--- config.mk ---
export PLATFORM = sky130hd
export DESIGN_NAME = pinbank_gpio
export DESIGN_NICKNAME = d
export VERILOG_FILES = /design/src/rtl/pinbank_pkg.sv /design/src/rtl/pinbank_sync.sv /design/src/rtl/pinbank_outbank.sv /design/src/rtl/pinbank_edge.sv /design/src/rtl/pinbank_gpio.sv
export SDC_FILE = /design/constraint.sdc
export NUM_CORES = 1
export LEC_CHECK = 0
export BUFFER_PORTS_ARGS = -buffer_cell sky130_fd_sc_hd__clkbuf_2
export CAP_MARGIN = 30
export CORE_MARGIN = 3
export CORE_UTILIZATION = 40
export DETAILED_ROUTE_END_ITERATION = 7
export SETUP_SLACK_MARGIN = 0.2
export SYNTH_ARGS = -nofsm -noshare
export SYNTH_HDL_FRONTEND = slang
export SYNTH_SLANG_ARGS = --single-unit
--- constraint.sdc ---
create_clock -name clk -period 10.52 [get_ports clk]
set_clock_uncertainty 0.05 [all_clocks]
set_input_delay 1.052 -clock clk [delete_from_list [all_inputs] [get_ports clk]]
set_output_delay 1.052 -clock clk [all_outputs]
set_load 0.03 [all_outputs]
--- src/rtl/pinbank_pkg.sv ---
package pinbank_pkg;
   localparam int KIND_W = 3;

   typedef enum logic [KIND_W-1:0] {
      K_LEVEL = 3'd0,
      K_DIR   = 3'd1,
      K_SET   = 3'd2,
      K_CLR   = 3'd3,
      K_RISE  = 3'd4,
      K_FALL  = 3'd5,
      K_STAT  = 3'd6,
      K_RSVD  = 3'd7
   } reg_kind_e;
endpackage

--- src/rtl/pinbank_sync.sv ---
module pinbank_sync #(
   parameter int W      = 64,
   parameter int STAGES = 2
) (
   input  logic         clk,
   input  logic         rst_n,
   input  logic [W-1:0] din,
   output logic [W-1:0] dout
);
   generate
      if (STAGES < 2) begin : g_bad_stages
         $error("pinbank_sync: STAGES must be at least 2");
      end
   endgenerate

   logic [W-1:0] pipe_q [STAGES];

   always_ff @(posedge clk) begin
      if (!rst_n) begin
         for (int i = 0; i < STAGES; i++) pipe_q[i] <= '0;
      end else begin
         pipe_q[0] <= din;
         for (int i = 1; i < STAGES; i++) pipe_q[i] <= pipe_q[i-1];
      end
   end

   assign dout = pipe_q[STAGES-1];
endmodule

--- src/rtl/pinbank_outbank.sv ---
module pinbank_outbank #(
   parameter int NPINS = 64,
   parameter int DW    = 32,
   localparam int NW     = NPINS / DW,
   localparam int WSEL_W = $clog2(NW)
) (
   input  logic              clk,
   input  logic              rst_n,
   input  logic              set_we,
   input  logic              clr_we,
   input  logic              dir_we,
   input  logic [WSEL_W-1:0] wr_word,
   input  logic [DW-1:0]     wdata,
   output logic [NPINS-1:0]  latch,
   output logic [NPINS-1:0]  dir
);
   logic [DW-1:0]    latch_q [NW];
   logic [DW-1:0]    dir_q   [NW];
   logic [NPINS-1:0] set_mask;
   logic [NPINS-1:0] clr_mask;

   for (genvar w = 0; w < NW; w++) begin : g_word
      logic hit;
      assign hit = (wr_word == WSEL_W'(w));
      assign set_mask[w*DW +: DW] = (set_we && hit) ? wdata : '0;
      assign clr_mask[w*DW +: DW] = (clr_we && hit) ? wdata : '0;

      always_ff @(posedge clk) begin
         if (!rst_n) begin
            latch_q[w] <= '0;
            dir_q[w]   <= '0;
         end else begin
            latch_q[w] <= (latch_q[w] | set_mask[w*DW +: DW]) & ~clr_mask[w*DW +: DW];
            if (dir_we && hit) dir_q[w] <= wdata;
         end
      end

      assign latch[w*DW +: DW] = latch_q[w];
      assign dir[w*DW +: DW]   = dir_q[w];
   end

   // set and clear strobes seen against the latch one cycle later
   assert_set_high_R2: assert property (@(posedge clk) disable iff (!rst_n)
      1'b1 |=> ((latch & $past(set_mask)) == $past(set_mask)));
   assert_clear_low_R3: assert property (@(posedge clk) disable iff (!rst_n)
      1'b1 |=> ((latch & $past(clr_mask)) == '0));
   assert_untouched_R3: assert property (@(posedge clk) disable iff (!rst_n)
      1'b1 |=> (((latch ^ $past(latch)) & ~($past(set_mask) | $past(clr_mask))) == '0));
endmodule

--- src/rtl/pinbank_edge.sv ---
module pinbank_edge #(
   parameter int NPINS = 64,
   parameter int DW    = 32,
   localparam int NW     = NPINS / DW,
   localparam int WSEL_W = $clog2(NW)
) (
   input  logic              clk,
   input  logic              rst_n,
   input  logic [NPINS-1:0]  level,
   input  logic              rise_we,
   input  logic              fall_we,
   input  logic              ack_we,
   input  logic [WSEL_W-1:0] wr_word,
   input  logic [DW-1:0]     wdata,
   output logic [NPINS-1:0]  rise_en,
   output logic [NPINS-1:0]  fall_en,
   output logic [NPINS-1:0]  status
);
   logic [DW-1:0]    rise_q [NW];
   logic [DW-1:0]    fall_q [NW];
   logic [DW-1:0]    stat_q [NW];
   logic [NPINS-1:0] prev_q;
   logic [NPINS-1:0] hit_evt;
   logic [NPINS-1:0] ack_mask;

   always_ff @(posedge clk) begin
      if (!rst_n) prev_q <= '0;
      else        prev_q <= level;
   end

   for (genvar w = 0; w < NW; w++) begin : g_word
      logic hit;
      assign hit = (wr_word == WSEL_W'(w));
      assign ack_mask[w*DW +: DW] = (ack_we && hit) ? wdata : '0;
      assign hit_evt[w*DW +: DW] =
           ( level[w*DW +: DW] & ~prev_q[w*DW +: DW] & rise_q[w])
         | (~level[w*DW +: DW] &  prev_q[w*DW +: DW] & fall_q[w]);

      always_ff @(posedge clk) begin
         if (!rst_n) begin
            rise_q[w] <= '0;
            fall_q[w] <= '0;
            stat_q[w] <= '0;
         end else begin
            if (rise_we && hit) rise_q[w] <= wdata;
            if (fall_we && hit) fall_q[w] <= wdata;
            // a fresh detection takes precedence over an acknowledge
            stat_q[w] <= (stat_q[w] & ~ack_mask[w*DW +: DW]) | hit_evt[w*DW +: DW];
         end
      end

      assign rise_en[w*DW +: DW] = rise_q[w];
      assign fall_en[w*DW +: DW] = fall_q[w];
      assign status[w*DW +: DW]  = stat_q[w];
   end

   assert_edge_wins_R9: assert property (@(posedge clk) disable iff (!rst_n)
      (hit_evt != '0) |=> ((status & $past(hit_evt)) == $past(hit_evt)));
   assert_status_hold_R8: assert property (@(posedge clk) disable iff (!rst_n)
      1'b1 |=> ((status & $past(status) & ~$past(ack_mask)) == ($past(status) & ~$past(ack_mask))));
   assert_status_cause_R6: assert property (@(posedge clk) disable iff (!rst_n)
      1'b1 |=> ((status & ~$past(status) & ~$past(hit_evt)) == '0));
endmodule

--- src/rtl/pinbank_gpio.sv ---
module pinbank_gpio
   import pinbank_pkg::*;
#(
   parameter int NPINS  = 64,
   parameter int DW     = 32,
   parameter int AW     = 8,
   parameter int STAGES = 2
) (
   input  logic             clk,
   input  logic             rst_n,
   input  logic [AW-1:0]    bus_addr,
   input  logic             bus_we,
   input  logic [DW-1:0]    bus_wdata,
   output logic [DW-1:0]    bus_rdata,
   input  logic [NPINS-1:0] pad_in,
   output logic [NPINS-1:0] pad_out,
   output logic [NPINS-1:0] pad_oe,
   output logic             irq
);
   localparam int NW       = NPINS / DW;
   localparam int WSEL_W   = $clog2(NW);
   localparam int KIND_LSB = 2 + WSEL_W;
   localparam int TOP_LSB  = KIND_LSB + KIND_W;

   generate
      if (NPINS % DW != 0) begin : g_bad_split
         $error("pinbank_gpio: NPINS must be a multiple of DW");
      end
      if (NW < 2 || (NW & (NW - 1)) != 0) begin : g_bad_words
         $error("pinbank_gpio: word count must be a power of two, at least 2");
      end
      if (AW < TOP_LSB) begin : g_bad_aw
         $error("pinbank_gpio: AW too narrow for the register map");
      end
   endgenerate

   reg_kind_e         kind;
   logic [WSEL_W-1:0] word;
   logic              addr_ok;
   logic              wr;
   logic [NPINS-1:0]  level;
   logic [NPINS-1:0]  rise_en;
   logic [NPINS-1:0]  fall_en;
   logic [NPINS-1:0]  status;
   logic              unused_lsb;

   assign unused_lsb = ^bus_addr[1:0];
   assign kind    = reg_kind_e'(bus_addr[KIND_LSB +: KIND_W]);
   assign word    = bus_addr[2 +: WSEL_W];
   assign addr_ok = ((bus_addr >> TOP_LSB) == '0) && (kind != K_RSVD);
   assign wr      = bus_we && addr_ok;

   pinbank_sync #(.W(NPINS), .STAGES(STAGES)) u_sync (
      .clk   (clk),
      .rst_n (rst_n),
      .din   (pad_in),
      .dout  (level)
   );

   pinbank_outbank #(.NPINS(NPINS), .DW(DW)) u_outbank (
      .clk     (clk),
      .rst_n   (rst_n),
      .set_we  (wr && kind == K_SET),
      .clr_we  (wr && kind == K_CLR),
      .dir_we  (wr && kind == K_DIR),
      .wr_word (word),
      .wdata   (bus_wdata),
      .latch   (pad_out),
      .dir     (pad_oe)
   );

   pinbank_edge #(.NPINS(NPINS), .DW(DW)) u_edge (
      .clk     (clk),
      .rst_n   (rst_n),
      .level   (level),
      .rise_we (wr && kind == K_RISE),
      .fall_we (wr && kind == K_FALL),
      .ack_we  (wr && kind == K_STAT),
      .wr_word (word),
      .wdata   (bus_wdata),
      .rise_en (rise_en),
      .fall_en (fall_en),
      .status  (status)
   );

   always_comb begin
      bus_rdata = '0;
      if (addr_ok) begin
         unique case (kind)
            K_LEVEL:      bus_rdata = level[int'(word)*DW +: DW];
            K_DIR:        bus_rdata = pad_oe[int'(word)*DW +: DW];
            K_SET, K_CLR: bus_rdata = pad_out[int'(word)*DW +: DW];
            K_RISE:       bus_rdata = rise_en[int'(word)*DW +: DW];
            K_FALL:       bus_rdata = fall_en[int'(word)*DW +: DW];
            K_STAT:       bus_rdata = status[int'(word)*DW +: DW];
            default:      bus_rdata = '0;
         endcase
      end
   end

   assign irq = |status;

   // the interrupt only drops after an acknowledge on the bus
   assert_irq_drop_R10: assert property (@(posedge clk) disable iff (!rst_n)
      $fell(irq) |-> $past(bus_we));
endmodule

# After elaboration in Yosys (flattened, before gate mapping)
# Memories as Yosys holds them, arrays and structs flattened.
# Index checks and enable logic that the tools add are counted.
# word_totals
reg_bits,64
mem_bits_rw,448
n_memories,6
# memory_table
memory,words,width,rd,rd_clocked_by_memory_dff,wr,line,source
u_sync.pipe_q,2,64,2,0,2,pinbank_sync.sv:16,logic [W-1:0] pipe_q [STAGES];
u_edge.fall_q,2,32,2,0,2,pinbank_edge.sv:20,logic [DW-1:0] fall_q [NW];
u_edge.rise_q,2,32,2,0,2,pinbank_edge.sv:19,logic [DW-1:0] rise_q [NW];
u_edge.stat_q,2,32,2,0,2,pinbank_edge.sv:21,logic [DW-1:0] stat_q [NW];
u_outbank.dir_q,2,32,2,0,2,pinbank_outbank.sv:18,logic [DW-1:0] dir_q [NW];
u_outbank.latch_q,2,32,2,0,2,pinbank_outbank.sv:17,logic [DW-1:0] latch_q [NW];
# op_classes
eq_ne,7
shift,6
n_mux,40
bitwise,39
n_reduce_logical,24
# ops
operator,n
$mux W32,17
$and A32 B32 Y32,12
$shiftx A64 B7 Y32,6
$not A32 Y32,8
$or A32 B32 Y32,6
$pmux W32 S6,1
$mux W64,2
$reduce_or A64 Y1,1
$logic_and A1 B1 Y1,20
$mux W1,20
$or A1 B1 Y1,12
$eq A3 B3 Y1 const B,3
$logic_not A8 Y1,1
$eq A3 B2 Y1 const B,2
$eq A3 B1 Y1 const B,1
$logic_not A3 Y1,1
$ne A3 B3 Y1 const B,1
$reduce_or A2 Y1,1
$not A1 Y1,1

# Depth between registers and ports, before layout
# Gate-level depths: netlist of the first run.
# depth
depth_word,10
mapped_depth,8

# By module
# From an unflattened synthesis of the first run, not the netlist that was laid out.
# unflattened
cells_unflattened,2061
area_unflattened_um2,23322.4
# by_module_without_submodules
mod,n_inst,cells_each,area_each_um2,seq_area_each_um2
pinbank_edge,1,804,10308.6,6406.1
pinbank_outbank,1,438,5282.6,3203.1
pinbank_sync,1,334,4031.4,2562.5
pinbank_gpio,1,485,3699.8,0.0

# Worst setup path after synthesis of the first run
# OpenSTA, ideal clock, no wires.
# synth_timing
path_type,input to register
from,in bus_addr[5]
to,"mem u_outbank.dir_q[0][0], enable pin"
setup_time_ps,466
arrival_time_ps,4324
setup_slack_ps,5681
path_stages,6
cell_sequence,buf_2 > nor3b_1 > buf_2 > buf_2 > nand2_1 > o21ai_0
# synth_rtl
item,line,source
from (decl),pinbank_gpio.sv:11,"input logic [AW-1:0] bus_addr,"
to (decl),pinbank_outbank.sv:18,

# Worst setup path after layout of the first run
# layout_timing
from,in bus_addr[4]
to,out bus_rdata[20]
# layout_via
elab_chain_cells,4
# layout_lines
item,line,source
$eq A3 B2 Y1,pinbank_gpio.sv:89,unique case (kind)
$reduce_or A2 Y1,pinbank_gpio.sv:89,
$pmux W32 S6,pinbank_gpio.sv:89,
$mux W32 *,pinbank_gpio.sv:88,if (addr_ok) begin
to (decl),pinbank_gpio.sv:14,"output logic [DW-1:0] bus_rdata,"
# Every way passes the cells marked *; elsewhere a longest branch is shown, timed or not.

==> impl_results.md, run 1 <==
- Outcome: completed
- Vias in the first global route: 16530
- Hold_sp: u_sync.pipe_q[0][60]
- Routed Antenna Nets: 0
- DR iter-0 viols: 1660
- Die ar.: 56200 um^2
- Pleak: 9.309 nW
- CTS Buf Count: 53
- Largest family of logic cells by synthesized area: compound AO/OA/AOI/OAI gates
- Critical path fanouts, max: 70
- Max_cap viols: 0
- Crit Reg-Reg Startpoint: u_sync.pipe_q[0][104]
- Final Max Tran Viols: 0
- Clock Path Buffers: 3
- Ys flop type: dfxtp_1
- CP Launch Type: primary input
- Post-CTS setup buffer count: 0
- CP required: 9.42 ns
- Area share of the largest cell type after synthesis: 30.00%
- Routed vias: 17020
- Max Freq: 179.2 MHz
- EDFF count, synth: 192
- Unrepaired setup endpoints after global routing: false
- Mapped Cells: 2022
- Tightest Pin Transition: 1.051 ns
- Post-synth ARST share: 0%
- Final wirelength: 74550 um
- Overflow left after global routing: 0
- Sequential fraction of the synthesis area: 57.00%
- Port Buf Inserts: 265
- Aggregate global-route resource usage: 25.63%
- Synth-to-Final Area Change: 17.53%
- CP Class: in2out
- CTS clk-pin slew, worst paths: 0.06 ns
- Post-DP Area: 23380 um^2
- Number of synthesis warnings: 0
- Worst Setup End Kind: output pin
- Finish-stage setup viols: 0
- Fin. Hold Viols: 0
- Vias per Instance: 5.790
- Clk root buf: clkbuf_16
- Worst Hold Depth: 1
- # IOs: 268
- Synth top area cells: dfxtp_1 (30%), edfxtp_1 (27%), and2_1 (11%)
- Avg WL per Cell: 25.36 um
- Synthesized net count: 2129
- Starting Density: 40.55%
- Pin count of the biggest net entering global routing: 101
- PwrDens: 176.8 nW/um^2
- Clock insertion delay at the later pin of the skew report: 0.60 ns
- Global-route wire length before repair: 108200 um
- H-tree levels: 2
- Residual DRC count: 0
- Adder-Cell Fraction of Synth Area: 0%
- Layout cells sized above 1: 19.05%
- Core area: 52660 um^2
- Antenna violations before repair: 5
- Hold Path Class: reg2reg
- Die width: 237.1 um
- Cts repair resizes: 0
- Simple-gate share of the synthesized area: 18.80%
- Pre-antenna DRT Iters: 6
- Nets@finish: 2312
- Fin Setup TNS: 0 ns
- Syn_area_per_cell: 10.56 um^2
- CTS tree: yes
- Hold Buf Count CTS: 0
- Slew HR: 29.91%
- Crit path DAT: 4.48 ns
- Largest area contributor in the netlist: dfxtp_1
- Die Y-Extent: 237.1 um
- CTS Sinks: 512
- Min Tclk post-route: 5.580 ns
- Compound-gate portion of the synthesized area: 20.54%
- Max VDD drop: 0.1158 mV
- Tcrit/Tclk final: 53.04%
- Library cells used by synthesis: 49
- DP HPWL: 48050 um
- Post-synthesis mux area share: 0.3164%
- Rows: 84
- Count of state elements after synthesis: 512
- GPL Wtd Cong: 0.8523
- Synth Area in XOR/XNOR: 0%
- Final instance area: 25100 um^2
- Depth of the most critical reg-to-reg path: 3
- Post-Synthesis Cell Area: 21350 um^2
- Worst Setup SP: bus_addr[4]
[stage by stage]
step	setup WS, ns	util (%)	instances	hold slack [ns]	total power, mW
after CTS	4.987	47.65	2935	0.3735	4.462
after global placement	5.039	44.20	2832	0.3680	2.616
after global routing	4.864	47.65	2935	0.3846	4.573
after detailed placement	4.987	44.40	2838	0.3679	2.626
after floorplan	5.681	-	2022	0.3619	2.454
final	4.940	47.66	2939	0.3733	4.438
[layout make-up]
type	instances	area [um^2]
multi-input cells	1328	8626
diodes	4	10.01
inverters	3	11.26
repair buffers	307	1708
fillers	4785	27560
clock inverters	14	88.84
well taps	688	860.8
clock buffers	83	1622
flip-flops and latches	512	12170
[where the power goes]
part           switching, mW  total, mW  internal [mW]  leakage (nW)
clock                  0.773       1.85           1.08         0.846
sequential            0.0604       2.20           2.14          4.44
combinational          0.264      0.391          0.127          4.02
total                   1.10       4.44           3.34          9.31
[per-layer routing]
layer  track usage [%]  wire [um]  part of all wire [%]  up-vias
li1                  -          -                     -     7684
met1             34.92      30750                    41     8300
met3             6.953       7888                    11      169
met2             39.21      33210                    45      863
met5                 0          0                     0        -
met4             9.309       2703                   3.6        0
[synthesized netlist by cell type (2+ instances only)]
library cell	count
a211oi_1	65
a21boi_0	58
a21boi_1	7
a21o_1	10
a21oi_1	91
a221oi_1	3
a22oi_1	21
a32oi_1	28
a41o_1	2
and2_1	387
buf_1	6
buf_2	22
clkbuf_1	148
clkbuf_2	3
dfxtp_1	320
edfxtp_1	192
inv_1	3
mux2_2	6
nand2_1	95
nand2b_1	15
nand3_1	10
nand3b_1	65
nand4_1	4
nor2_1	38
nor2b_1	31
nor3_1	4
nor3b_1	2
nor4_1	20
o211a_1	25
o211ai_1	5
o21a_1	68
o21ai_0	154
o221a_2	10
o22ai_1	45
o31ai_1	5
o32a_1	20
o32ai_1	22
[cells in the final DEF (no fill, tap or decap), types with 25 or more instances in the layout]
master     instances
a211oi_1          65
a21boi_0          58
a21oi_1           90
a32oi_1           28
and2_1           385
buf_4             37
clkbuf_16         55
clkbuf_2         263
dfxtp_1          320
edfxtp_1         192
nand2_1           95
nand3b_1          65
nor2_1            33
nor2b_1           29
o211a_1           25
o21a_1            68
o21ai_0          152
o22ai_1           45
[state kept, by name (all words and copies together), names as in the netlist]
register           cells
u_edge.rise_q         64
u_outbank.dir_q       64
u_edge.stat_q         64
u_sync.pipe_q        128
u_edge.fall_q         64
u_outbank.latch_q     64
u_edge.prev_q         64
[kinds of logic (layout without fill, tap and decap cells)]
| family | Yosys count | after routing |
|---|---|---|
| mux | 6 | 6 |
| simple gates | 679 | 679 |
| flops | 512 | 512 |
| compound gates | 643 | 643 |
| buf+inv | 182 | 407 |
| other cells | 0 | 4 |
[final timing paths]
check	slack, ns	to
max	4.94	bus_rdata[20]
min	0.37	u_sync.pipe_q[0][124]
max reg2reg	9.47	u_edge.stat_q[1][8]
min reg2reg	0.37	u_sync.pipe_q[0][124]
[critical path: stages]
cell and delay [ns]:
buf_4 0.62, buf_4 0.87, nor2_1 0.24, nor2_4 0.81
o32ai_1 0.23, a32o_1 0.34, clkbuf_2 0.22
Power figures use the tool's default switching activity.
==> run 2, diff against run 1 <==
Settings changed: ABC_AREA from default to 1.
Clock period 10.52 ns to 5.5 ns, I/O delays scaled along.
==> run 2 against run 1 <==
Against the previous run: combinational power is 100% higher; flip-flop and latch count stayed put; worst hold slack worse by 0.31 ns; clock-buffer cell count is 5 lower; sequential share of layout area is 1.3 points lower; final cell count is 25% higher; final area is 2.8% higher; die area is 2.3% higher; worst setup slack worse by 3.7 ns; utilization is 0.16 points higher.
==> impl_results.md, run 2 <==
- Outcome: completed (unchanged)
- Design Power: 8.939 mW (was 4.438 mW)
- Largest area contributor in the netlist: dfxtp_1 (unchanged)
- Clock insertion delay at the later pin of the skew report: 0.61 ns (was 0.60 ns)
- Count of state elements after synthesis: 512 (unchanged)
- Routed vias: 19490 (was 17020)
- M1 wire length: 31560 um (was 30750 um)
- # IOs: 268 (unchanged)
- CTS Buf Count: 54 (was 53)
- Post-synth ARST share: 0% (unchanged)
- Finish-stage setup viols: 0 (unchanged)
- Routed Antenna Nets: 0 (unchanged)
- Number of synthesis warnings: 0 (unchanged)
- Tightest Pin Transition: 1.047 ns (was 1.051 ns)
- Most common cell after layout, fill and taps aside: nand2_1 (was and2_1)
- Cts repair resizes: 0 (unchanged)
- Fin Setup TNS: 0 ns (unchanged)
- Post-Synthesis Cell Area: 21860 um^2 (was 21350 um^2)
- Clk root buf: clkbuf_16 (unchanged)
- CP Launch Type: primary input (unchanged)
- Count leader, synth: nand2_1 (was and2_1)
- Max VDD drop: 0.2182 mV (was 0.1158 mV)
- DR WL met2: 33480 um (was 33210 um)
- Hold Buf Count CTS: 0 (unchanged)
- Final Max Tran Viols: 0 (unchanged)
- Post-Layout Cell Count: 3683 (was 2939)
- Critical path fanouts, max: 68 (was 70)
- Rows: 85 (was 84)
- Final wirelength: 75540 um (was 74550 um)
- Mapped Cells: 2726 (was 2022)
- Fin. Hold Viols: 0 (unchanged)
- Aggregate global-route resource usage: 25.72% (was 25.63%)
- Vias in the first global route: 18690 (was 16530)
- Clock Path Buffers: 3 (unchanged)
- Library cells used by synthesis: 31 (was 49)
- CTS clk-pin slew, worst paths: 0.06 ns (about the same)
- Tcrit/Tclk final: 76.55%
- Synth-to-Final Area Change: 17.95% (was 17.53%)
- Avg WL per Cell: 20.51 um (was 25.36 um)
- CP required: 4.90 ns (was 9.42 ns)
- Die ar.: 57500 um^2 (was 56200 um^2)
- Crit Reg-Reg Startpoint: u_edge.fall_q[0][7] (was u_sync.pipe_q[0][104])
- Worst Hold Slack: 0.06811 ns (was 0.3733 ns)
- CTS Sinks: 512 (unchanged)
- Worst path cell trace: clkbuf_2 -> buf_4 -> nand2_1 -> inv_2 -> nand2_1 -> nand4_1 -> nor3_1 -> nor2_1 -> clkbuf_2 (was buf_4 -> buf_4 -> nor2_1 -> nor2_4 -> o32ai_1 -> a32o_1 -> clkbuf_2)
- Synth top area cells: dfxtp_1 (29%), edfxtp_1 (26%), nand2_1 (9.0%) (was dfxtp_1 (30%), edfxtp_1 (27%), and2_1 (11%))
- PwrDens: 346.6 nW/um^2 (was 176.8 nW/um^2)
- Area share of the largest cell type after synthesis: 29.30% (was 30.00%)
- Hold Path Class: in2reg (was reg2reg)
- Most flops, register: u_sync.pipe_q (unchanged)
- Core area: 53920 um^2 (was 52660 um^2)
- WL met3: 7628 um (was 7888 um)
- Starting Density: 40.55% (about the same)
- Pre-antenna DRT Iters: 8 (was 6)
- Ys flop type: dfxtp_1 (unchanged)
- Max Freq: 237.5 MHz
- Antenna violations before repair: 7 (was 5)
- Slew HR: 30.21% (was 29.91%)
- Global-route wire length before repair: 112600 um (was 108200 um)
- Layout fillers: 5187 (was 4785)
- Die width: 239.8 um (was 237.1 um)
- CTS tree: yes (unchanged)
- CP Class: in2out (unchanged)
- Max reg flops: 128 (unchanged)
- DP HPWL: 48930 um (was 48050 um)
- Sequential fraction of the synthesis area: 55.67% (was 57.00%)
- R2r endpoint: u_edge.stat_q[0][7] (was u_edge.stat_q[1][8])
- H-tree levels: 2 (unchanged)
- Nets@finish: 3043 (was 2312)
- Post-CTS setup buffer count: 0 (unchanged)
- WHS Endpoint: u_sync.pipe_q[0][50] (was u_sync.pipe_q[0][124])
- Syn_area_per_cell: 8.020 um^2 (was 10.56 um^2)
- Die Y-Extent: 239.8 um (was 237.1 um)
- Worst Hold Depth: 3 (was 1)
- Overflow left after global routing: 0 (unchanged)
- Pin count of the biggest net entering global routing: 132 (was 101)
- Max_cap viols: 0 (unchanged)
- Placed insts: 3576 (was 2838)
- Vias per Instance: 5.291 (was 5.790)
- EDFF count, synth: 192 (unchanged)
- Depth of the most critical reg-to-reg path: 4 (was 3)
- DR iter-0 viols: 2159 (was 1660)
- Min Tclk post-route: 4.210 ns
- Commonest non-fill, non-tap cells in the layout: nand2_1 (524), inv_1 (394), nor2_1 (390) (was and2_1 (385), dfxtp_1 (320), clkbuf_2 (263))
- Worst Setup End Kind: output pin (unchanged)
- Unrepaired setup endpoints after global routing: false (unchanged)
- Synth cell count leaders: nand2_1 (525), inv_1 (394), nor2_1 (390), dfxtp_1 (320), o21ai_0 (204) (was and2_1 (387), dfxtp_1 (320), edfxtp_1 (192), o21ai_0 (154), clkbuf_1 (148))
- Layout cells sized above 1: 14.12% (was 19.05%)
- Synthesized net count: 2833 (was 2129)
- Pleak: 11.94 nW (was 9.309 nW)
- Port Buf Inserts: 265 (unchanged)
- CP max stage cell: inv_2 (was buf_4)
- Uppermost layer routed: met5 (was met4)
- Core Util, Final: 47.83% (was 47.66%)
- GPL Wtd Cong: 0.9190 (was 0.8523)
- Residual DRC count: 0 (unchanged)
- CP max stage delay: 0.80 ns (was 0.87 ns)
- Crit path DAT: 3.61 ns (was 4.48 ns)
- Hold_sp: pad_in[50] (was u_sync.pipe_q[0][60])
- R2R setup slack: 4.51 ns (was 9.47 ns)
run 2: cell types whose count changed after synthesis, moves of 91 or more:
cell	change
and2_1	-387
nand2_1	+430
nand3_1	+97
nor2_1	+352
inv_1	+391
nand4_1	+124
clkbuf_1	-91
run 2: how the worst max path moves through the flow:
stage	from	to	slack [ns]
6_report	bus_addr[5]	bus_rdata[31]	1.29
5_1_grt	bus_addr[5]	bus_rdata[12]	1.22
4_1_cts	bus_addr[5]	bus_rdata[12]	1.38
3_5_place_dp	bus_addr[5]	bus_rdata[12]	1.38
3_3_place_gp	bus_addr[4]	bus_rdata[15]	1.25
2_1_floorplan	bus_addr[2]	u_edge.fall_q[1][0]	1.29
run 2: final cells by class:
cell class | instances | area, um^2 | share of cell area, %
repair buffers | 304 | 1700 | 6.594
diodes | 5 | 12.51 | 0.04852
clock inverters | 24 | 351.6 | 1.363
well taps | 696 | 870.8 | 3.377
multi-input cells | 1630 | 7476 | 28.99
inverters | 434 | 1630 | 6.322
clock buffers | 78 | 1575 | 6.108
flip-flops and latches | 512 | 12170 | 47.20
run 2: cells by family after synthesis:
| logic type | Yosys count | share of synthesized area, % |
|---|---|---|
| AOI/OAI and AO/OA | 413 | 10.01 |
| buffers and inverters | 584 | 10.55 |
| DFF | 512 | 55.67 |
| and+or+nand+nor | 1217 | 23.77 |
run 2: worst max-delay path, delay by kind of cell:
kind          cells  cell delay [ns]
buf+inv           4             1.86
simple gates      5             1.16
run 2: metal layers:
layer | vias up | GRT usage, %
met4 | 4 | 11.29
li1 | 9207 | -
met2 | 985 | 39.52
met1 | 9139 | 35.03
met5 | - | 0
met3 | 152 | 5.515
run 2: report_power, final:
| part | internal [mW] | switching, mW |
|---|---|---|
| clock | 2.41 | 1.55 |
| sequential | 4.09 | 0.101 |
| combinational | 0.207 | 0.582 |
run 2: per-stage QoR:
step | instance area [um^2] | worst slack (ns)
finish | 25790 | 1.290
global placement | 23780 | 1.248
detailed placement | 23850 | 1.378
floorplan | 21860 | 1.293
global route | 25790 | 1.216
CTS | 25780 | 1.377
==> run 3, diff against run 2 <==
Settings changed: ABC_AREA 1 to 0.
Clock period 5.5 ns to 4.4 ns, I/O delays scaled along.
==> run 3 against run 2 <==
Against the previous run: first-iteration DRC count shrank 17%; routed wire length is essentially flat; final cell count shrank 18%; register-to-register slack lost 1.1 ns; die area shrank 2.3%; sequential share of layout area shrank 0.52 points; non-clock buffer count grew 93; critical path depth shrank 2; critical path type unchanged; largest power group unchanged.
==> impl_results.md, run 3 (same netlist as run 1, synthesis figures left out) <==
- Tcrit/Tclk final: 79.89%
- Hold_sp: pad_in[1] (was pad_in[50])
- Worst Setup End Kind: output pin (unchanged)
- Port Buf Inserts: 265 (unchanged)
- CTS tree: yes (unchanged)
- Routed vias: 17460 (was 19490)
- CTS clk-pin slew, worst paths: 0.06 ns (about the same)
- CP Launch Type: primary input (unchanged)
- Synth-to-Final Area Change: 22.11% (was 17.95%)
- Rows: 84 (was 85)
- Commonest non-fill, non-tap cells in the layout: and2_1 (388), dfxtp_1 (320), clkbuf_2 (263) (was nand2_1 (524), inv_1 (394), nor2_1 (390))
- CP required: 3.91 ns (was 4.90 ns)
- Met1 Use GR: 35.78% (was 35.03%)
- Post-DP Area: 23610 um^2 (was 23850 um^2)
- Final Max Tran Viols: 0 (unchanged)
- Worst Setup SP: bus_addr[5] (unchanged)
- CP max stage cell: nand2b_1 (was inv_2)
- DR iter-0 viols: 1790 (was 2159)
- Slew HR: 32.52% (was 30.21%)
- R2r endpoint: u_edge.stat_q[0][2] (was u_edge.stat_q[0][7])
- Most common cell after layout, fill and taps aside: and2_1 (was nand2_1)
- Starting Density: 40.55% (about the same)
- PwrDens: 418.3 nW/um^2 (was 346.6 nW/um^2)
- Unrepaired setup endpoints after global routing: false (unchanged)
- Met2 usage: 39.90% (was 39.52%)
- Gr busiest metal: met2 (unchanged)
- Placed insts: 2867 (was 3576)
- Pin count of the biggest net entering global routing: 107 (was 132)
- Max_cap viols: 0 (unchanged)
- H-tree levels: 2 (unchanged)
- Worst Hold Depth: 2 (was 3)
- CP Class: in2out (unchanged)
- Most common cell on crit path: clkbuf_2
- Nets@finish: 2403 (was 3043)
- Hold Buf Count CTS: 60 (was 0)
- Clock Path Buffers: 3 (unchanged)
- Max reg flops: 128 (unchanged)
- Crit Reg-Reg Startpoint: u_sync.pipe_q[0][66] (was u_edge.fall_q[0][7])
- Die width: 237.1 um (was 239.8 um)
- Vias in the first global route: 16880 (was 18690)
- Fin Setup TNS: 0 ns (unchanged)
- Die ar.: 56200 um^2 (was 57500 um^2)
- DP HPWL: 50080 um (was 48930 um)
- Aggregate global-route resource usage: 25.94% (was 25.72%)
- Met3 usage: 5.823% (was 5.515%)
- Max VDD drop: 0.2570 mV (was 0.2182 mV)
- Area occupied by multi-input gates: 8613 um^2 (was 7476 um^2)
- Global-route wire length before repair: 109500 um (was 112600 um)
- # IOs: 268 (unchanged)
- Critical path fanouts, max: 21 (was 68)
- Internal cell power: 8.234 mW (was 6.707 mW)
- Post-Layout Cell Count: 3033 (was 3683)
- Switching Share: 24.53% (was 24.97%)
- Core area: 52660 um^2 (was 53920 um^2)
- Final wirelength: 75560 um (was 75540 um)
- CTS Sinks: 512 (unchanged)
- Finish-stage setup viols: 0 (unchanged)
- Routed Antenna Nets: 0 (unchanged)
- Vias per Instance: 5.757 (was 5.291)
- Design Power: 10.91 mW (was 8.939 mW)
- Outcome: completed (unchanged)
- R2R setup slack: 3.40 ns (was 4.51 ns)
- CP max stage delay: 0.76 ns (was 0.80 ns)
- Most flops, register: u_sync.pipe_q (unchanged)
- CTS Buf Count: 54 (unchanged)
- Depth of the most critical reg-to-reg path: 3 (was 4)
- Reg power frac: 48.2% (was 46.9%)
- WHS Endpoint: u_sync.pipe_q[0][1] (was u_sync.pipe_q[0][50])
- Die Y-Extent: 237.1 um (was 239.8 um)
- Fin. Hold Viols: 0 (unchanged)
- Pleak: 9.781 nW (was 11.94 nW)
- Final instance area: 26080 um^2 (was 25790 um^2)
- Residual DRC count: 0 (unchanged)
- Layout cells sized above 1: 19.68% (was 14.12%)
- Crit path DAT: 3.03 ns (was 3.61 ns)
- Post-CTS setup buffer count: 0 (unchanged)
- Register area: 12170 um^2 (unchanged)
- Pre-antenna DRT Iters: 5 (was 8)
- Min Tclk post-route: 3.515 ns
- Logic pwr share: 9.2% (was 8.8%)
- Layout fillers: 4786 (was 5187)
- Worst Hold Slack: 0.02066 ns (was 0.06811 ns)
- GPL Wtd Cong: 0.8929 (was 0.9190)
- Clk root buf: clkbuf_16 (unchanged)
- Hold Path Class: in2reg (unchanged)
- Cts repair resizes: 0 (unchanged)
- Switching pwr: 2.676 mW (was 2.232 mW)
- Overflow left after global routing: 0 (unchanged)
- Worst path cell trace: clkbuf_2 -> nand2b_1 -> buf_12 -> o21ai_0 -> o211a_1 -> o22ai_1 -> clkbuf_2 (was clkbuf_2 -> buf_4 -> nand2_1 -> inv_2 -> nand2_1 -> nand4_1 -> nor3_1 -> nor2_1 -> clkbuf_2)
- Antenna violations before repair: 9 (was 7)
- Clock insertion delay at the later pin of the skew report: 0.62 ns (was 0.61 ns)
- Clock Power Share: 42.6% (was 44.3%)
- Max Freq: 284.5 MHz
- Avg WL per Cell: 24.91 um (was 20.51 um)
- Tightest Pin Transition: 1.010 ns (was 1.047 ns)
-- run 3: changes by cell type in the layout (fill, tap and decap cells not counted), sizes merged, moves of 43 or more --
cell | previous run | this run
a211oi | 0 | 65
o21ai | 211 | 154
inv | 402 | 3
nor2 | 392 | 38
o22ai | 0 | 45
nand3b | 0 | 65
dlygate4sd3 | 0 | 60
and2 | 0 | 388
nand3 | 109 | 10
nand2 | 527 | 95
a21oi | 134 | 91
nand4 | 129 | 4
a21boi | 0 | 65
o21a | 0 | 68
-- run 3: metal layers --
| layer | share of wire, % | vias to the layer above |
|---|---|---|
| met4 | 3.6 | 6 |
| met1 | 42 | 8532 |
| met5 | 0.042 | - |
| li1 | - | 7874 |
| met2 | 44 | 874 |
| met3 | 9.8 | 174 |
-- run 3: area by class of cell --
cell class	count	area share, %
sequential	512	46.68
multi-input combinational	1328	33.03
timing repair buffer	397	9.880
clock buffer	91	6.737
tap	688	3.301
clock inverter	11	0.3023
inverter	3	0.04318
antenna	3	0.02879
-- run 3: stage by stage --
stage	utilization [%]	worst slack [ns]
5_1_grt	49.51	0.8324
3_5_place_dp	44.83	0.8955
2_1_floorplan	-	0.1728
3_3_place_gp	44.75	0.9918
4_1_cts	49.46	0.9607
6_report	49.52	0.8848
-- run 3: worst max path at each step --
| stage | to | depth (start not counted) |
|---|---|---|
| final | bus_rdata[27] | 7 |
| after global routing | bus_rdata[5] | 8 |
| after CTS | bus_rdata[20] | 8 |
| after detailed placement | u_outbank.latch_q[0][6] | 7 |
| after global placement | bus_rdata[20] | 8 |
| after floorplan | u_outbank.dir_q[0][0] | 6 |
-- run 3: worst max-delay path: cells and delay by family --
kind                   cells  cell delay (ns)
AOI/OAI and AO/OA          3             0.76
and+or+nand+nor            1             0.76
buffers and inverters      3             1.04
-- run 3: power by group through the flow --
stage | logic, mW | registers, mW | clock network (mW)
after global routing | 1.07 | 5.27 | 4.91
after global placement | 0.934 | 5.34 | 0
after detailed placement | 0.948 | 5.35 | 0
after CTS | 0.993 | 5.25 | 4.72
final | 1.01 | 5.25 | 4.65
after floorplan | 0.502 | 5.37 | 0
